`config.mk`:
```
export PLATFORM = sky130hd
export DESIGN_NAME = rxf_flow_pacer
export DESIGN_NICKNAME = d
export VERILOG_FILES = /design/src/rtl/rxf_pkg.sv /design/src/rtl/rxf_level_cmp.sv /design/src/rtl/rxf_pause_track.sv /design/src/rtl/rxf_seq_emit.sv /design/src/rtl/rxf_flow_pacer.sv
export SDC_FILE = /design/constraint.sdc
export NUM_CORES = 1
export LEC_CHECK = 0
export ABC_AREA = 0
export BUFFER_PORTS_ARGS = -buffer_cell sky130_fd_sc_hd__buf_2
export CORE_MARGIN = 2
export CORE_UTILIZATION = 42
export DETAILED_ROUTE_END_ITERATION = 7
export GPL_TIMING_DRIVEN = 1
export PLACE_DENSITY = 0.78
export SLEW_MARGIN = 15
export SYNTH_ARGS = -nofsm -noshare
export SYNTH_HDL_FRONTEND = slang
export SYNTH_SLANG_ARGS = --single-unit
export TNS_END_PERCENT = 50
```
`constraint.sdc`:
```
create_clock -name clk -period 1.69 [get_ports clk]
set_input_delay 0 -clock clk [delete_from_list [all_inputs] [get_ports clk]]
set_output_delay 0 -clock clk [all_outputs]
set_load 0.02 [all_outputs]
```
`src/rtl/rxf_pkg.sv`:
```
package rxf_pkg;
  typedef enum logic [1:0] {
    FLOW_OFF    = 2'b00,
    FLOW_FIRST  = 2'b01,
    FLOW_SECOND = 2'b10,
    FLOW_BOTH   = 2'b11
  } flow_mode_e;

  typedef enum logic {
    SEQ_RESUME = 1'b0,
    SEQ_PAUSE  = 1'b1
  } seq_kind_e;
endpackage

```
`src/rtl/rxf_level_cmp.sv`:
```
module rxf_level_cmp #(
  parameter int CNT_W = 8
) (
  input  logic [CNT_W-1:0]   fill_lvl,
  input  logic [2*CNT_W-1:0] flow_word,
  output logic               at_high,
  output logic               at_low
);
  logic [CNT_W-1:0] high_mark;
  logic [CNT_W-1:0] low_mark;

  // upper half is the high-water mark, lower half the low-water mark
  assign high_mark = flow_word[2*CNT_W-1:CNT_W];
  assign low_mark  = flow_word[CNT_W-1:0];

  always_comb begin
    at_high = (fill_lvl >= high_mark);
    at_low  = (fill_lvl <= low_mark);
  end
endmodule

```
`src/rtl/rxf_pause_track.sv`:
```
module rxf_pause_track
  import rxf_pkg::*;
(
  input  logic      clk,
  input  logic      rst,
  input  logic      enabled,
  input  logic      busy,
  input  logic      at_high,
  input  logic      at_low,
  output logic      paused,
  output logic      start,
  output seq_kind_e start_kind
);
  logic paused_q;

  always_comb begin
    start      = 1'b0;
    start_kind = SEQ_RESUME;
    if (enabled && !busy) begin
      if (!paused_q && at_high) begin
        start      = 1'b1;
        start_kind = SEQ_PAUSE;
      end else if (paused_q && at_low) begin
        start      = 1'b1;
        start_kind = SEQ_RESUME;
      end
    end
  end

  always_ff @(posedge clk) begin
    if (rst) begin
      paused_q <= 1'b0;
    end else if (start) begin
      paused_q <= (start_kind == SEQ_PAUSE);
    end else if (!enabled && !busy) begin
      paused_q <= 1'b0;
    end
  end

  assign paused = paused_q;

  AST_PAUSE_NEEDS_HIGH: assert property (@(posedge clk) disable iff (rst)
    $rose(paused_q) |-> $past(at_high));
  AST_STEADY_WHILE_BUSY: assert property (@(posedge clk) disable iff (rst)
    $past(busy) |-> $stable(paused_q));
endmodule

```
`src/rtl/rxf_seq_emit.sv`:
```
module rxf_seq_emit
  import rxf_pkg::*;
#(
  parameter int CHAR_W = 8
) (
  input  logic              clk,
  input  logic              rst,
  input  logic              start,
  input  seq_kind_e         start_kind,
  input  flow_mode_e        mode,
  input  logic [CHAR_W-1:0] xon_a,
  input  logic [CHAR_W-1:0] xon_b,
  input  logic [CHAR_W-1:0] xoff_a,
  input  logic [CHAR_W-1:0] xoff_b,
  input  logic              ins_ready,
  output logic              ins_valid,
  output logic [CHAR_W-1:0] ins_char,
  output logic              busy
);
  logic              valid_q;
  logic [CHAR_W-1:0] char_q;
  logic              second_left;
  seq_kind_e         kind_q;
  logic [CHAR_W-1:0] first_pick;
  logic [CHAR_W-1:0] second_pick;

  always_comb begin
    if (mode == FLOW_SECOND)
      first_pick = (start_kind == SEQ_PAUSE) ? xoff_b : xon_b;
    else
      first_pick = (start_kind == SEQ_PAUSE) ? xoff_a : xon_a;
    second_pick = (kind_q == SEQ_PAUSE) ? xoff_b : xon_b;
  end

  always_ff @(posedge clk) begin
    if (rst) begin
      valid_q     <= 1'b0;
      char_q      <= '0;
      second_left <= 1'b0;
      kind_q      <= SEQ_RESUME;
    end else if (!valid_q) begin
      if (start) begin
        valid_q     <= 1'b1;
        char_q      <= first_pick;
        kind_q      <= start_kind;
        second_left <= (mode == FLOW_BOTH);
      end
    end else if (ins_ready) begin
      if (second_left) begin
        char_q      <= second_pick;
        second_left <= 1'b0;
      end else begin
        valid_q <= 1'b0;
      end
    end
  end

  assign ins_valid = valid_q;
  assign ins_char  = char_q;
  assign busy      = valid_q;

  AST_HOLD_UNTIL_TAKEN: assert property (@(posedge clk) disable iff (rst)
    (valid_q && !ins_ready) |=> (valid_q && $stable(char_q)));
  AST_SECOND_FOLLOWS: assert property (@(posedge clk) disable iff (rst)
    (valid_q && ins_ready && second_left) |=> (valid_q && !second_left));
endmodule

```
`src/rtl/rxf_flow_pacer.sv`:
```
module rxf_flow_pacer
  import rxf_pkg::*;
#(
  parameter int CNT_W  = 8,
  parameter int CHAR_W = 8
) (
  input  logic               clk,
  input  logic               rst,
  input  logic [1:0]         flow_mode,
  input  logic [2*CNT_W-1:0] flow_word,
  input  logic [CNT_W-1:0]   fill_lvl,
  input  logic [CHAR_W-1:0]  xon_a,
  input  logic [CHAR_W-1:0]  xon_b,
  input  logic [CHAR_W-1:0]  xoff_a,
  input  logic [CHAR_W-1:0]  xoff_b,
  input  logic               ins_ready,
  output logic               ins_valid,
  output logic [CHAR_W-1:0]  ins_char,
  output logic               paused
);
  flow_mode_e mode;
  logic       enabled;
  logic       at_high;
  logic       at_low;
  logic       busy;
  logic       start;
  seq_kind_e  start_kind;

  assign mode    = flow_mode_e'(flow_mode);
  assign enabled = (mode != FLOW_OFF);

  rxf_level_cmp #(.CNT_W(CNT_W)) u_cmp (
    .fill_lvl  (fill_lvl),
    .flow_word (flow_word),
    .at_high   (at_high),
    .at_low    (at_low)
  );

  rxf_pause_track u_track (
    .clk        (clk),
    .rst        (rst),
    .enabled    (enabled),
    .busy       (busy),
    .at_high    (at_high),
    .at_low     (at_low),
    .paused     (paused),
    .start      (start),
    .start_kind (start_kind)
  );

  rxf_seq_emit #(.CHAR_W(CHAR_W)) u_emit (
    .clk        (clk),
    .rst        (rst),
    .start      (start),
    .start_kind (start_kind),
    .mode       (mode),
    .xon_a      (xon_a),
    .xon_b      (xon_b),
    .xoff_a     (xoff_a),
    .xoff_b     (xoff_b),
    .ins_ready  (ins_ready),
    .ins_valid  (ins_valid),
    .ins_char   (ins_char),
    .busy       (busy)
  );

  AST_IDLE_AFTER_RESET: assert property (@(posedge clk)
    $past(rst) |-> (!ins_valid && !paused));
  AST_NO_REQ_WHEN_OFF: assert property (@(posedge clk) disable iff (rst)
    $rose(ins_valid) |-> ($past(flow_mode) != 2'b00));
  AST_RESUME_SENDS: assert property (@(posedge clk) disable iff (rst)
    ($fell(paused) && ($past(flow_mode) != 2'b00)) |-> ins_valid);
  AST_SILENT_DISABLE: assert property (@(posedge clk) disable iff (rst)
    ($fell(paused) && ($past(flow_mode) == 2'b00)) |-> !ins_valid);
endmodule

```
==> results_tabular.tex <==
\begin{tabular}{lr}
\hline
Metric & Value \\
\hline
\multicolumn{2}{l}{\textbf{Logic synthesis}} \\
\quad Avg Synthesized Cell Area & between 8 and 9 um\^{}2 \\
\quad Cell types with the largest area share after synthesis & dfxtp\_1, ha\_1, mux2i\_1 \\
\quad Area share of the largest cell type after synthesis & 0.161 \\
\quad Yosys Warn Count & 0 \\
\quad Synth Flop Type & dfxtp\_1 \\
\quad Number of enable-type register cells in the synthesized netlist & 0 \\
\quad Ys async rst share & 0 \\
\quad Cells after synthesis & between 150 and 200 \\
\quad Most frequent cells after synthesis & nor2\_1, inv\_1, ha\_1, mux2i\_1, a21oi\_1 \\
\quad Cell area after synthesis & 1490 um\^{}2 \\
\quad Number of synthesized register bits & 12 \\
\quad Library cell occupying the most area in the post-synthesis netlist & dfxtp\_1 \\
\quad Distinct cell type count after synthesis & 36 \\
\quad Synthesized Nets & 262 \\
\quad Library cell with the highest instance count after synthesis & nor2\_1 \\
\quad Sequential fraction of the synthesis area & 0.161 \\
\multicolumn{2}{l}{\textbf{Min path}} \\
\quad Path category of the worst min-delay check & input port to flip-flop \\
\quad Min-Delay Path Depth & 3 \\
\multicolumn{2}{l}{\textbf{Finish}} \\
\quad Total area of multi-input combinational cells & 1090 um\^{}2 \\
\quad Cell Count, Final, Fillers Out & roughly 320 \\
\quad Sequential standard cell area & roughly 240 um\^{}2 \\
\quad P\&R area growth vs syn & 33.2\% \\
\quad Share of cells above drive strength 1 & 0.398 \\
\quad Antenna Cells & 0 \\
\quad Layout filler cell count & $\sim$330 \\
\quad Post-Layout Inst Area & a little under 2000 um\^{}2 \\
\quad Final-stage net count & 347 \\
\multicolumn{2}{l}{\textbf{Worst setup path}} \\
\quad R2R depth & 5 \\
\quad Logic depth of the worst path, buffers included & 10 \\
\quad Arrival time of the worst setup path & about 1800 ps \\
\quad Maximum net fanout on the critical path & 5 \\
\quad Critical path buffers and inverters & 3 \\
\quad Crit path cell chain & buf\_2, inv\_1, ha\_1, nand2b\_1, a2111oi\_4, o211ai\_1, o211a\_1, o21a\_1, buf\_4, a21oi\_1 \\
\quad Capturing element type of the critical path & flip-flop \\
\quad Worst EP required & $\sim$1900 ps \\
\quad Cell with the largest stage delay on the worst path & a2111oi\_4 \\
\quad Cell family with the largest share of critical-path delay & compound AO/OA/AOI/OAI gates \\
\quad Startpoint type of the worst setup path & input port \\
\quad Delay of the slowest cell on the worst path & 430 ps \\
\quad Classification of the worst setup path & input port to flip-flop \\
\multicolumn{2}{l}{\textbf{Clock tree}} \\
\quad Total clock sinks & 12 \\
\quad Post-CTS setup buffer count & 0 \\
\quad Source-to-sink clock delay at the later pin of the worst-skew pair & around 270 ps \\
\quad CTS root buf & clkbuf\_4 \\
\quad CTS Buffer Depth & 2 \\
\quad H-tree lvl count & 1 \\
\quad TritonCTS buffer count & 3 \\
\quad CTS clk-pin slew, worst paths & around 70 ps \\
\quad TritonCTS clock tree & done \\
\multicolumn{2}{l}{\textbf{Die}} \\
\quad Die height & roughly 64 um \\
\quad Die X & between 60 and 70 um \\
\quad Die area & about 4000 um\^{}2 \\
\quad Core Footprint & 3360 um\^{}2 \\
\quad Number of ports placed on the die boundary & a little over 70 \\
\quad Initial Utilization & 0.444 \\
\quad Number of cell rows & 21 \\
\multicolumn{2}{l}{\textbf{GRT}} \\
\quad Number of antenna violations at the first check in global routing & 0 \\
\quad Maximum number of pins on one net before global-route repair & 24 \\
\quad Leftover overflow at the end of global routing & 0 \\
\quad Wire length of the first global-routing pass & roughly 6.5 mm \\
\quad Total global-route track usage & 0.196 \\
\quad Vias in the first global route & 1500 \\
\multicolumn{2}{l}{\textbf{Power}} \\
\quad Cell leakage power & roughly 0.0011 uW \\
\quad Areal power density over the cells & roughly 630 nW/um\^{}2 \\
\quad Overall power consumption & approximately 1300 uW \\
\quad Max rail drop VDD & roughly 470 uV \\
\multicolumn{2}{l}{\textbf{Drt}} \\
\quad Average wire per standard cell & 12.0 um \\
\quad Length of the first detailed-routing pass in iterations & 4 \\
\quad Sum of routed wire length over all layers & between 3 and 4 mm \\
\quad Vias & roughly 1600 \\
\quad Mean number of vias per cell & between 5 and 6 \\
\quad DR iter-0 viols & between 60 and 70 \\
\quad Total DRC errors in the routed layout & 0 \\
\quad Number of routed nets with antenna violations & 0 \\
\multicolumn{2}{l}{\textbf{Place}} \\
\quad Cells after DPL & a little over 300 \\
\quad HPWL after DPL & between 3 and 4 mm \\
\quad Placement Cell Area & just under 2000 um\^{}2 \\
\quad Final GP Congestion & approximately 0.87 \\
\quad Number of buffers added on ports & 70 \\
\multicolumn{2}{l}{\textbf{Status}} \\
\quad Outcome & finished clean \\
\multicolumn{2}{l}{\textbf{STA}} \\
\quad Final worst clock skew & between 1.5 and 2 ps \\
\quad Max-slew headroom at the worst pin & 0.675 \\
\quad Post-layout minimum cycle time & $\sim$1600 ps \\
\quad Period Utilization, post-route & 0.943 \\
\quad Max Clock Freq & roughly 630 MHz \\
\quad Transition time at the pin with the least slew margin & slightly below 500 ps \\
\quad Total count of hold-check failures in the final report & 0 \\
\quad Setup violations, final & 0 \\
\quad RSZ-0062 raised after global routing & yes \\
\quad Final Slew Violations & 0 \\
\multicolumn{2}{l}{\textbf{Job}} \\
\quad Count of max-cap constraint violations & 0 \\
\hline
\end{tabular}
## tightest hold or removal path: stages
cell and delay [ps]:
buf_2 110, nand4b_1 90, a21oi_1 60
## per-layer routing
metal / wire, um / share of wire / GRT usage / up-vias
li1: - / - / - / 847
met1: 1690 / 0.45 / 0.255 / 741
met3: 124 / 0.033 / 0.0286 / 6
met5: 0 / 0 / 0 / -
met2: 1910 / 0.50 / 0.337 / 34
met4: 59 / 0.016 / 0.0516 / 0
## where the power goes
group / switching [uW] / internal [uW] / total [uW]
sequential: 43.7 / 330 / 373
clock: 93.3 / 131 / 224
combinational: 339 / 322 / 661
## cell usage in the layout, fill, tap and decap left out, drive strengths merged
cell,n
o21a,3
inv,18
a21oi,14
o31ai,8
clkbuf,4
nand2b,5
and3,3
dfxtp,12
and2,1
a31oi,2
a2111oi,1
mux2i,16
o311a,7
ha,16
nand2,5
buf,90
nand3b,1
a221o,1
nor3,2
a221oi,1
a21o,2
and4,1
or2,1
or2b,6
o21ai,10
o211ai,11
nand4b,1
o211a,1
nor2,26
## registers in the layout, summed over array words and instances (netlist names)
name                count
u_emit.busy             1
u_emit.kind_q           1
u_track.paused          1
u_emit.ins_char         8
u_emit.second_left      1
## logic make-up after synthesis
| family | Yosys count | share of synthesized area |
|---|---|---|
| AOI/OAI and AO/OA | 61 | 0.296 |
| DFF | 12 | 0.161 |
| muxes | 16 | 0.107 |
| adders and majority gates | 16 | 0.134 |
| and+or+nand+nor | 52 | 0.182 |
| buffers and inverters | 28 | 0.120 |
## repair_timing
item / in CTS / in global routing
hold buffers: 0 / 0
resized for setup: 0 / 1
endpoints found under the setup margin: 0 / 9
hold endpoints to repair: 0 / 0
## final timing paths
path / startpoint / endpoint / slack [ps]
worst max-delay path: fill_lvl[0] / u_emit.ins_char[0] / 100
worst min-delay path: flow_mode[0] / u_emit.second_left / 30
worst min register to register: u_emit.second_left / u_emit.second_left / 520
worst max register to register: u_emit.busy / u_emit.ins_char[6] / 210
## per-stage QoR
stage                     hold slack (ps)  utilization  setup WS (ps)  setup TNS (ps)
final                                33.8        0.591           96.8               0
after global routing                 54.4        0.591          -78.9            -438
after CTS                            25.1        0.587           70.3               0
after detailed placement              317        0.577           -217           -1870
after global placement                313        0.577           -160           -1310
after floorplan                       159            -           20.7               0
## cell type report
type,count,share of cell area
inverters,18,0.0340
flip-flops and latches,12,0.121
clock buffers,4,0.0183
well taps,46,0.0289
multi-input cells,145,0.546
repair buffers,90,0.252
(Power assumes the default switching activity.)
